==> config.mk <==
export PLATFORM = sky130hd
export DESIGN_NAME = cart_bank_map
export DESIGN_NICKNAME = d
export VERILOG_FILES = /design/src/rtl/cart_bank_map.sv
export SDC_FILE = /design/constraint.sdc
export NUM_CORES = 1
export LEC_CHECK = 0
export CAP_MARGIN = 20
export CORE_UTILIZATION = 51
export CTS_BUF_LIST = sky130_fd_sc_hd__clkbuf_2 sky130_fd_sc_hd__clkbuf_4 sky130_fd_sc_hd__clkbuf_8
export DETAILED_ROUTE_END_ITERATION = 10
export DONT_BUFFER_PORTS = 1
export HOLD_SLACK_MARGIN = 0.06
export PLACE_DENSITY = 0.69
export SLEW_MARGIN = 20
export SYNTH_ARGS = -nofsm -noshare
export SYNTH_HDL_FRONTEND = slang
export SYNTH_SLANG_ARGS = --single-unit
==> constraint.sdc <==
create_clock -name clk -period 1.8 [get_ports clk]
set_input_delay 0.18 -clock clk [delete_from_list [all_inputs] [get_ports clk]]
set_output_delay 0.18 -clock clk [all_outputs]
set_load 0.005 [all_outputs]
==> src/rtl/cart_bank_map.sv <==
module cart_bank_map #(
  parameter int PRG_BANKS   = 32,
  parameter int CHR_BANKS   = 128,
  parameter bit FOUR_SCREEN = 1'b0,
  parameter bit CHR_IS_RAM  = 1'b0,
  localparam int PRG_W = $clog2(PRG_BANKS),
  localparam int CHR_W = $clog2(CHR_BANKS)
) (
  input  logic               clk,
  input  logic               rst_n,
  input  logic [15:0]        cpu_addr,
  input  logic [7:0]         cpu_data,
  input  logic               cpu_we,
  input  logic [13:0]        ppu_addr,
  input  logic               ppu_we,
  output logic [PRG_W+12:0]  prg_rom_addr,
  output logic               wram_we,
  output logic [CHR_W+9:0]   chr_addr,
  output logic               chr_we,
  output logic [1:0]         mirror_mode
);
  localparam logic [PRG_W-1:0] LAST   = PRG_W'(PRG_BANKS - 1);
  localparam logic [PRG_W-1:0] SECOND = PRG_W'(PRG_BANKS - 2);

  logic [7:0] sel;
  logic [7:0] bank [8];
  logic       ram_en, ram_wp, mir_h;

  always_ff @(posedge clk) begin
    if (!rst_n) begin
      sel     <= 8'd0;
      bank[0] <= 8'd0;
      bank[1] <= 8'd2;
      bank[2] <= 8'd4;
      bank[3] <= 8'd5;
      bank[4] <= 8'd6;
      bank[5] <= 8'd7;
      bank[6] <= 8'd0;
      bank[7] <= 8'd1;
      ram_en  <= 1'b1;
      ram_wp  <= 1'b0;
      mir_h   <= 1'b0;
    end else if (cpu_we && cpu_addr[15:14] == 2'b10) begin
      if (!cpu_addr[13]) begin
        if (cpu_addr[0]) bank[sel[2:0]] <= cpu_data;
        else             sel <= cpu_data;
      end else begin
        if (cpu_addr[0])       {ram_en, ram_wp} <= cpu_data[7:6];
        else if (!FOUR_SCREEN) mir_h <= cpu_data[0];
      end
    end
  end

  logic [PRG_W-1:0] pnum;
  always_comb begin
    case (cpu_addr[14:13])
      2'd0:    pnum = sel[6] ? SECOND : bank[6][PRG_W-1:0];
      2'd1:    pnum = bank[7][PRG_W-1:0];
      2'd2:    pnum = sel[6] ? bank[6][PRG_W-1:0] : SECOND;
      default: pnum = LAST;
    endcase
  end
  assign prg_rom_addr = {pnum, cpu_addr[12:0]};

  logic [2:0] cslot;
  logic [7:0] cnum;
  assign cslot = ppu_addr[12:10] ^ {sel[7], 2'b00};
  assign cnum  = cslot[2] ? bank[3'd2 + {1'b0, cslot[1:0]}]
                          : {bank[{2'b00, cslot[1]}][7:1], cslot[0]};
  assign chr_addr = {cnum[CHR_W-1:0], ppu_addr[9:0]};

  assign wram_we     = cpu_we && cpu_addr[15:13] == 3'b011 && ram_en && !ram_wp;
  assign chr_we      = CHR_IS_RAM && ppu_we && !ppu_addr[13];
  assign mirror_mode = FOUR_SCREEN ? 2'd2 : {1'b0, mir_h};

  logic unused_bits;
  assign unused_bits = ^{bank[0], bank[1], bank[2], bank[3], bank[4], bank[5],
                         bank[6], bank[7], sel[5:3], cnum};
endmodule


* Word-level counts from Yosys, hierarchy flattened
Memories as Yosys holds them, arrays and structs flattened.
Index checks and enable logic that the tools add are counted.
Widths: inputs -> output; s select.
** Word-level totals
- Register bits :: 11
- Memory bits (writable) :: 64
- Input port bits :: 42
- Output and inout bits :: 39
- Word-level logic and storage cells :: 36
- Memories :: 1
** Operators by class
- Add/subtract/negate cells :: 1
- Equality and inequality tests :: 4
- Mux-type cells :: 13
- Bitwise logic cells :: 3
- Reduce and logical (&&, ||, !) cells :: 10
** Memories
- bank :: depth 8, bits a word 8, read ports 4, clocked after Yosys merged registers in 0, write ports 8, line 26 : logic [7:0] bank [8];
** Operators by type and width (number)
- $pmux 5 s3 :: 1
- $mux 5 :: 2
- $reduce_and 3->1 :: 3
- $mux 8 :: 1
- $reduce_or 8->1 :: 1
- $mux 1 :: 7
- $mux 7 :: 1
- $eq 2x2->1 const B :: 2
- $logic_and 1x1->1 :: 4
- $add 2x2->3 const A :: 1
- $eq 3x2->1 const B :: 1
- $mux 3 :: 1
- $xor 3x3->3 :: 1
- $eq 2x1->1 const B :: 1
- $logic_not 2->1 :: 1
- $not 1->1 :: 2
- $logic_not 1->1 :: 1

* Depth between registers and ports, before layout
Gate-level depths: netlist of the first run.
- Word-level depth :: 7
- Mapped depth :: 7
- Gate-level depth less buffers :: 3

* Least setup slack after synthesis of the first run
OpenSTA, ideal clock, no wires.
- Path kind :: input port to flip-flop
- Start :: in cpu_addr[14]
- End :: mem bank[5][0], enable pin
- Setup time :: 0.381 ns
- Arrival :: 1.488 ns
- Required time :: 1.419 ns
- Slack :: -0.069 ns
- Stages :: 6
- Buffers on the path :: 3
- Cell sequence :: buf_6 > and4bb_1 > buf_6 > nand4b_4 > buf_6 > o21ai_0
** RTL lines
- start: declaration :: line 11 : input logic [15:0] cpu_addr,
- end: declaration :: line 26

==> results.md, run 1 <==
* TritonCTS buffer count at 9
* Max frequency at 629.0 MHz
* Multi-input gate area at 1016 µm²
* Status: completed
* CP Class: flip-flop to output pin
* Period utilization at 88.32%
* Share of the synthesized area in the top cell type at 50.17%
* Worst-Skew Late Latency at 0.34 ns
* EDFF count, synth at 50
* DRT iter0 DRCs at 186
* Final hold viol count at 0
* Static leakage at 1.155 nW
* Setup TNS at 0 ns
* GRT Util Overall at 23.09%
* CP Launch Type: flip-flop
* Synth top cells by count: edfxtp_1 (50), nor2_1 (34), buf_4 (27)
* Hold slack final at 0.07211 ns
* Setup violators final at 0
* Max-Cap Viols at 0
* Synth Area per Inst at 11.60 µm²
* Most common flop cell mapped by yosys: edfxtp_1
* CP endpoint: chr_addr[16]
* Post-route ant nets at 0
* Layout area overhead at 7.943%
* CTS tree: done
* CP Capture Type: output pin
* Rel. slew slack at 65.56%
* Fillers at 453
* DR vias/cell at 5.876
* Root buffer cell: clkbuf_8
* Starting density of the core at 53.69%
* Synth area leaders: edfxtp_1 (50%), buf_4 (6.8%), dfxtp_1 (5.4%)
* Gate Count Post-Synth at 258
* DIE WIDTH at 78.61 µm
* Slew @ Worst Pin at 0.5166 ns
* Gpl congestion at 0.7951
* Final min period at 1.590 ns
* Distinct cells, synth at 39
* R2R Path Start: sel[0]
* R2r endpoint: bank[1][3]
* Clock sinks at 58
* Worst Hold Class: primary input to flip-flop
* IO Count at 81
* Net count, final at 296
* Pwr dens at 915.1 nW/µm²
* Worst-case clock buffer depth at 2
* Yosys reg bits at 58
* Clock transition at path regs at 0.07 ns
* Core area at 5574 µm²
* FF+latch area at 1662 µm²
* Vias in the first global route at 2024
* Pin count of the biggest net entering global routing at 15
* VDD IR-drop max at 0.6252 mV
* Cell with the most instances after synthesis: edfxtp_1
* First-pass GRT wire length at 10320 µm
* WP data arrival at 1.41 ns
* Die Y at 78.61 µm
* Ant diodes at 0
* Initial antenna violation count at 0
* Reg2Reg Depth at 3
* Leading area contributor after synthesis: edfxtp_1
* DR WL/cell at 19.44 µm
* PortBufs at 0
* TritonRoute pass-1 iters at 4
* Share of flip-flops with an asynchronous set or reset at 0%
* Worst Setup SP: bank[5][6]
* Resize count post-CTS at 0
* Share of layout cells above drive strength 1 at 17.83%
* Synth warn at 0
* RSZ-0062 raised after global routing: no
* Max Fanout on Critical Path at 1
* Req. time, crit path at 1.62 ns
* Post-CTS Hold Buffers at 9
* Final core utilization at 57.96%
* # DRC at 0
* Post-Route WL at 6415 µm
* Htree depth at 3
* HPWL after DPL at 4396 µm
* Final count of pins violating max slew at 0
* Sequential-to-total area share from yosys stat at 55.52%
* Num rows at 27
* Via Count at 1939
* Cell area after synthesis at 2993 µm²
* Worst R2R Setup Slack at 0.25 ns
* Total gr overflow at 0
* Postcts setup bufs at 0
* Clock skew at 0.008956 ns
* Die area at 6179 µm²
routing by layer:
layer  wire length (µm)  global-route usage [%]
met2               3030                   34.70
met1               2603                   29.37
met3                550                   5.233
met4                230                   16.48
met5                  0                       0
area by class of cell:
| class | instances | share of cell area [%] |
|---|---|---|
| Multi-Input combinational cell | 154 | 31.45 |
| Inverter | 3 | 0.3486 |
| Tap cell | 72 | 2.789 |
| Timing Repair Buffer | 28 | 7.591 |
| Clock buffer | 9 | 3.834 |
| Clock inverter | 6 | 2.556 |
| Sequential cell | 58 | 51.43 |
registers in the layout, summed over array words and instances, names as in the netlist:
name and cells:
bank 50, sel 5, mir_h 1, ram_en 1, ram_wp 1
worst max-delay path, cell delays in order (launching register included):
cell	delay (ns)
edfxtp_1	0.38
mux4_2	0.50
nand2_1	0.08
o21ai_0	0.11
worst min-delay path by stage:
stage          endpoint  depth (start not counted)        start  slack (ns)
3_3_place_gp     ram_en                          1        rst_n        0.26
5_1_grt          sel[7]                          2  cpu_addr[0]        0.08
4_1_cts          sel[7]                          2  cpu_addr[0]        0.06
2_1_floorplan     mir_h                          2  cpu_data[0]        0.33
6_report         sel[0]                          2  cpu_addr[0]        0.07
3_5_place_dp     ram_en                          1        rst_n        0.26
logic make-up after synthesis:
logic type                count (synthesis)  synth area share (%)
AOI/OAI and AO/OA                        38                 6.982
xor gates and xnor gates                  1                0.2927
buffers and inverters                    47                 10.66
DFF                                      58                 55.52
muxes                                    14                 7.233
other                                     1                0.1253
and+or+nand+nor                          99                 19.19
where the power goes:
part,internal [mW],switching [mW]
sequential,1.49,0.0115
combinational,0.0818,0.0949
clock,0.763,0.519
total,2.33,0.625
stage by stage:
stage	instances	cell area [µm²]	setup WS [ns]	power, mW
CTS	330	3231	0.1985	2.969
detailed placement	306	2934	0.1263	1.687
floorplan	259	2997	0.003519	1.696
finish	330	3231	0.2103	2.956
global placement	306	2934	0.1679	1.683
global route	330	3231	0.1152	3.042
placed cells by master, fill, tap and decap left out, drive strengths merged, types with 7 or more instances in the layout:
master,synthesis,layout
dlygate4sd3,0,9
nand3,10,10
or3,7,7
clkbuf,9,9
mux2i,7,7
o21ai,24,24
buf,35,19
nand4b,7,7
nand2,16,16
a21oi,8,8
dfxtp,8,8
nor2,34,34
edfxtp,50,50
Power figures use the tool's default switching activity.
==> inputs of run 2 (changes only) <==
--- a/config.mk
+++ b/config.mk
@@ -12,6 +12,7 @@
 export DONT_BUFFER_PORTS = 1
 export HOLD_SLACK_MARGIN = 0.06
 export PLACE_DENSITY = 0.69
+export SETUP_SLACK_MARGIN = 0.5
 export SLEW_MARGIN = 20
 export SYNTH_ARGS = -nofsm -noshare
 export SYNTH_HDL_FRONTEND = slang
==> run 2 against run 1 <==
Net effect:
- non-clock buffer count is 9 higher
- register-to-register slack better by 0.25 ns
- first-iteration DRC count is 9.1% lower
- final cell count is 2.7% higher
- combinational power is 25% higher
- design area is 7.9% higher
- clock power is 12% lower
- sequential cell count stayed put
- critical path depth stayed put
- critical path type unchanged
- global-route usage is 0.64 points lower
- largest cell class unchanged
==> results.md, run 2 (synthesized netlist as in run 1, its figures left out) <==
* Commonest non-fill, non-tap cells in the layout: edfxtp_1 (50), nor2_1 (33), buf_4 (23)
* Net count, final at 305 (+3.0%)
* TritonCTS buffer count at 9 (unchanged)
* Gpl congestion at 0.7954 (about the same)
* Layout area overhead at 16.43%
* R2R Path Start: sel[1]
* Placed cell count at 299 (-2.3%)
* Fin cells at 339 (+2.7%)
* Pwr dens at 815.9 nW/µm² (-11%)
* Hold Path End: sel[7]
* Reg2Reg Depth at 3 (unchanged)
* # DRC at 0 (unchanged)
* Fillers at 385 (-15%)
* Post-Route WL at 6739 µm (+5.1%)
* Clock sinks at 58 (unchanged)
* Post-route ant nets at 0 (unchanged)
* First-pass GRT wire length at 9894 µm (-4.1%)
* DR WL/cell at 19.88 µm (+2.3%)
* Core area at 5574 µm² (unchanged)
* Worst-Skew Late Latency at 0.35 ns (about the same)
* Setup violators final at 0 (unchanged)
* Static leakage at 1.252 nW (+8.4%)
* Grt peak-use layer: met2
* Clock transition at path regs at 0.07 ns (about the same)
* Pin count of the biggest net entering global routing at 18 (+3)
* Reg with most FFs: bank
* Met2 Usage GRT at 33.13% (-1.6 points)
* Starting density of the core at 53.69% (unchanged)
* WP data arrival at 1.41 ns (about the same)
* VDD IR-drop max at 0.5856 mV (-6.3%)
* Top Registers: bank (50), sel (5)
* GRT Util Overall at 22.45% (-0.64 points)
* Worst path slowest cell: mux4_2
* Final hold viol count at 0 (unchanged)
* Max-Cap Viols at 0 (unchanged)
* Num rows at 27 (unchanged)
* PortBufs at 0 (unchanged)
* Rel. slew slack at 64.02% (-1.5 points)
* CTS tree: done
* Setup ws final at 0.2125 ns (+0.002158 ns)
* Period utilization at 88.20% (-0.12 points)
* R2r endpoint: bank[5][6]
* CP Launch Type: flip-flop
* Max frequency at 629.9 MHz (+0.14%)
* Final min period at 1.588 ns (-0.002158 ns)
* Ant diodes at 0 (unchanged)
* Crit-path cells: mux4_2 > nand2_2 > o21ai_2
* Max incr delay on CP at 0.53 ns (+0.03 ns)
* Share of layout cells above drive strength 1 at 30.34% (+13 points)
* HPWL after DPL at 3953 µm (-10%)
* IO Count at 81 (unchanged)
* Clock skew at 0.008932 ns (-0.00002381 ns)
* Initial antenna violation count at 0 (unchanged)
* CP Capture Type: output pin
* Setup TNS at 0 ns (unchanged)
* Worst hold path startpoint: cpu_addr[0]
* Max Fanout on Critical Path at 1 (unchanged)
* Met3 usage at 5.814% (+0.58 points)
* Status: completed
* Die area at 6179 µm² (unchanged)
* Req. time, crit path at 1.62 ns (about the same)
* Total gr overflow at 0 (unchanged)
* DR vias/cell at 5.888 (+0.21%)
* Final count of pins violating max slew at 0 (unchanged)
* Htree depth at 3 (unchanged)
* RSZ-0062 raised after global routing: yes
* Final core utilization at 62.51% (+4.6 points)
* Die Y at 78.61 µm (unchanged)
* CP Class: flip-flop to output pin
* TritonRoute pass-1 iters at 4 (unchanged)
* GR Layer Usage met1 at 29.09% (-0.28 points)
* Worst-case clock buffer depth at 2 (unchanged)
* DP Worst Slack at 0.2313 ns (+0.1050 ns)
* Worst R2R Setup Slack at 0.50 ns (+0.25 ns)
* Via Count at 1996 (+2.9%)
* Largest register FFs at 50 (unchanged)
* Worst Hold Class: primary input to flip-flop
* DIE WIDTH at 78.61 µm (unchanged)
* Slew @ Worst Pin at 0.5397 ns (+0.02308 ns)
* Worst hold path depth at 2 (unchanged)
* Commonest non-fill, non-tap cell in the layout: edfxtp_1
* DRT iter0 DRCs at 169 (-9.1%)
* Root buffer cell: clkbuf_8
* Vias in the first global route at 1925 (-4.9%)
-- run 2: cell count changes in the layout (fill, tap and decap cells not counted), sizes merged --
cell and delta:
bufinv -1, dlymetal6s2s +1, clkinv +1, buf +9
clkbuf +1, inv -1, dlygate4sd3 -1
-- run 2: cell type report --
type / count / area [µm²] / share of cell area, %
clock buffers: 10 / 131.4 / 3.770
clock inverters: 5 / 46.29 / 1.329
inverters: 3 / 15.01 / 0.4309
multi-input cells: 154 / 1185 / 34.00
flip-flops and latches: 58 / 1675 / 48.08
well taps: 72 / 90.09 / 2.585
repair buffers: 37 / 341.6 / 9.803
-- run 2: routing by layer --
layer / vias to the layer above / part of all wire (%)
met5: - / 0
met4: 0 / 1.9
met3: 21 / 9.4
met2: 98 / 50
met1: 956 / 39
li1: 921 / -
-- run 2: power breakdown --
| part | internal (mW) | switching, mW | leakage, nW |
|---|---|---|---|
| combinational | 0.105 | 0.117 | 0.609 |
| clock | 0.629 | 0.497 | 0.0921 |
| sequential | 1.48 | 0.0114 | 0.551 |
-- run 2: worst max path at each step --
stage | slack (ns) | endpoint | cells past startpoint | from
after detailed placement | 0.23 | bank[4][4] | 3 | rst_n
after CTS | 0.27 | chr_addr[14] | 3 | bank[4][4]
after global routing | 0.18 | chr_addr[12] | 3 | bank[2][2]
after floorplan | 0.25 | bank[4][0] | 7 | cpu_addr[14]
final | 0.21 | chr_addr[12] | 3 | bank[5][2]
after global placement | 0.22 | bank[4][4] | 3 | rst_n
-- run 2: stage by stage --
stage	total power, mW	hold WS [ns]	cell area, µm²
floorplan	1.704	0.3277	3045
global placement	1.677	0.2569	2927
detailed placement	1.679	0.2592	2927
CTS	2.813	0.06846	3366
global route	2.908	0.06576	3485
finish	2.843	0.05682	3485
-- run 2: timing repair --
item	in CTS	in global routing
cloned	1	0
hold endpoints to repair	15	0
endpoints found under the setup margin	81	65
pin swaps	14	6
resized for setup	32	9
setup buffers	9	7
hold buffers	8	0
-- run 2: critical path: cells and delay by family, from the launching register on --
family / cells / cell delay, ns
mux: 1 / 0.53
simple gates: 1 / 0.08
compound gates: 1 / 0.06
flops: 1 / 0.39
==> inputs of run 3 (changes only) <==
--- a/config.mk
+++ b/config.mk
@@ -5,13 +5,12 @@
 export SDC_FILE = /design/constraint.sdc
 export NUM_CORES = 1
 export LEC_CHECK = 0
-export CAP_MARGIN = 20
-export CORE_UTILIZATION = 51
+export BUFFER_PORTS_ARGS = -buffer_cell sky130_fd_sc_hd__buf_2
+export CORE_UTILIZATION = 49
 export CTS_BUF_LIST = sky130_fd_sc_hd__clkbuf_2 sky130_fd_sc_hd__clkbuf_4 sky130_fd_sc_hd__clkbuf_8
 export DETAILED_ROUTE_END_ITERATION = 10
-export DONT_BUFFER_PORTS = 1
 export HOLD_SLACK_MARGIN = 0.06
-export PLACE_DENSITY = 0.69
+export PLACE_DENSITY = 0.78
 export SETUP_SLACK_MARGIN = 0.5
 export SLEW_MARGIN = 20
 export SYNTH_ARGS = -nofsm -noshare
==> run 3 against run 2 <==
Net effect:
- non-clock buffer count is 31 higher
- clock power up 28%
- count of clock-buffer cells in the layout decreased by 1
- combinational power increased by 26%
- clock skew decreased by 0.0033 ns
- utilization decreased by 1.0 points
- via count grew 4.9%
- die area increased by 4.0%
- critical endpoint unchanged
==> results.md, run 3 (synthesized netlist as in run 1, its figures left out) <==
* Status: completed
* Number of cells on the critical path at 4 (+1)
* CP Capture Type: output pin
* Clock skew at 0.005643 ns (-0.003288 ns)
* Num rows at 28 (+3.7%)
* Sw frac at 21.47% (-0.51 points)
* Sequential power share at 46.4% (-6.2 points)
* Starting density of the core at 50.55% (-3.1 points)
* Sw power at 0.6919 mW (+11%)
* Worst Hold Class: primary input to flip-flop
* DR WL/cell at 17.28 µm (-13%)
* Core area at 5921 µm² (+6.2%)
* Clock sinks at 58 (unchanged)
* CP Launch Type: flip-flop
* Post-CTS Hold Buffers at 0 (-8)
* WP data arrival at 1.48 ns (+0.07 ns)
* TritonCTS buffer count at 9 (unchanged)
* Placed cell count at 345 (+15%)
* Layout area overhead at 21.66%
* Via Count at 2094 (+4.9%)
* DP Worst Slack at -0.01334 ns (-0.2446 ns)
* Post-Route WL at 6463 µm (-4.1%)
* Static leakage at 1.399 nW (+12%)
* Reg with most FFs: bank
* Reg2Reg Depth at 3 (unchanged)
* # DRC at 0 (unchanged)
* GRT Util Overall at 21.29% (-1.2 points)
* Buf+Inv Stages, Crit Path at 1 (+1)
* Internal power at 2.530 mW (+14%)
* Final min period at 1.663 ns (+0.07554 ns)
* Setup violators final at 0 (unchanged)
* Share of layout cells above drive strength 1 at 40.47% (+10 points)
* Total gr overflow at 0 (unchanged)
* Final hold viol count at 0 (unchanged)
* Die area at 6425 µm² (+4.0%)
* Largest register FFs at 50 (unchanged)
* Clock transition at path regs at 0.07 ns (about the same)
* Htree depth at 3 (unchanged)
* Worst-Skew Late Latency at 0.34 ns (about the same)
* Clock share of power at 44.9% (+5.3 points)
* Vias in the first global route at 2015 (+4.7%)
* Post-route ant nets at 0 (unchanged)
* FF+latch area at 1673 µm² (-0.15%)
* GR Layer Usage met1 at 25.69% (-3.4 points)
* Max Fanout on Critical Path at 1 (unchanged)
* CTS tree: done
* Worst path slowest cell: mux4_2
* TritonRoute pass-1 iters at 5 (+1)
* Period utilization at 92.39% (+4.2 points)
* Crit-path cells: mux4_2 > nand2_2 > o21ai_2 > buf_2
* Commonest non-fill, non-tap cell in the layout: edfxtp_1
* PortBufs at 32 (+32)
* Pin count of the biggest net entering global routing at 16 (-2)
* Ant diodes at 0 (unchanged)
* Multi-input gate area at 1145 µm² (-3.4%)
* DRT iter0 DRCs at 120 (-29%)
* DR vias/cell at 5.599 (-4.9%)
* Grt peak-use layer: met2
* Pwr dens at 885.0 nW/µm² (+8.5%)
* Initial antenna violation count at 0 (unchanged)
* Gpl congestion at 0.8344 (+4.9%)
* Worst hold path depth at 3 (+1)
* IO Count at 81 (unchanged)
* CP Class: flip-flop to output pin
* Logic gate share of total power at 8.7% (+0.9 points)
* Die Y at 80.16 µm (+2.0%)
* Top Registers: bank (50), sel (5)
* VDD IR-drop max at 0.5793 mV (-1.1%)
* DIE WIDTH at 80.16 µm (+2.0%)
* Max frequency at 601.3 MHz (-4.5%)
* Setup ws final at 0.1369 ns (-0.07554 ns)
* Fin cells at 374 (+10%)
* Max incr delay on CP at 0.50 ns (-0.03 ns)
* Req. time, crit path at 1.62 ns (about the same)
* Met2 Usage GRT at 34.62% (+1.5 points)
* HPWL after DPL at 4392 µm (+11%)
* Net count, final at 336 (+10%)
* Max-Cap Viols at 0 (unchanged)
* Commonest non-fill, non-tap cells in the layout: edfxtp_1 (50), buf_2 (33), nor2_1 (32)
* Fillers at 439 (+14%)
* Final count of pins violating max slew at 0 (unchanged)
* Root buffer cell: clkbuf_8
* Top delay family on crit path: multiplexers
* Met3 usage at 5.000% (-0.81 points)
* Worst-case clock buffer depth at 2 (unchanged)
* First-pass GRT wire length at 9777 µm (-1.2%)
* RSZ-0062 raised after global routing: yes
-- run 3: cell types whose count changed in the layout (fill, tap and decap cells not counted), sizes merged --
| cell | delta |
|---|---|
| buf | +39 |
| bufinv | +2 |
| clkbuf | -1 |
| dlygate4sd3 | -8 |
-- run 3: cell type report --
| class | count | area share (%) |
|---|---|---|
| tap | 75 | 2.577 |
| clock buffer | 9 | 3.402 |
| inverter | 3 | 0.4124 |
| sequential | 58 | 45.94 |
| clock inverter | 7 | 3.230 |
| multi-input combinational | 154 | 31.44 |
| timing repair buffer | 68 | 12.99 |
-- run 3: metal layers --
metal	vias to the layer above	routed length [µm]	part of all wire (%)
met5	-	0	0
met3	16	480	7.4
li1	986	-	-
met4	0	121	1.9
met1	989	2513	39
met2	103	3347	52
-- run 3: worst reg2reg max path: stages (launching register included) --
cell and delay, ns:
dfxtp_2 0.37, clkinvlp_4 0.09, buf_4 0.17, or3_1 0.40
-- run 3: final timing paths --
| check | from | slack [ns] | to |
|---|---|---|---|
| worst max register to register | sel[2] | 0.51 | bank[4][2] |
| worst max-delay path | bank[5][2] | 0.14 | chr_addr[12] |
| worst min-delay path | cpu_data[7] | 0.11 | ram_en |
| worst min register to register | ram_wp | 0.48 | ram_wp |
-- run 3: metrics by stage --
stage	power [mW]	setup TNS, ns	hold slack, ns	instance area (µm²)	utilization [%]
after floorplan	1.704	0	0.3277	3045	-
after global placement	1.753	0	0.3600	3161	53.38
after detailed placement	1.761	-0.09185	0.3600	3161	53.38
after CTS	3.229	0	0.09434	3581	60.48
after global routing	3.315	0	0.1195	3641	61.50
final	3.222	0	0.1060	3641	61.50
-- run 3: power by group through the flow --
stage | Clock, mW | Sequential (mW) | Combinational (mW)
finish | 1.45 | 1.50 | 0.279
CTS | 1.46 | 1.50 | 0.269
global placement | 0 | 1.52 | 0.228
detailed placement | 0 | 1.53 | 0.234
global route | 1.52 | 1.50 | 0.300
floorplan | 0 | 1.52 | 0.182
-- run 3: repair_timing --
action                     CTS  global route
resized for setup           34             7
setup endpoints to repair   83            68
setup buffers                9             4
pin swaps                   17             9
cloned                       0             0
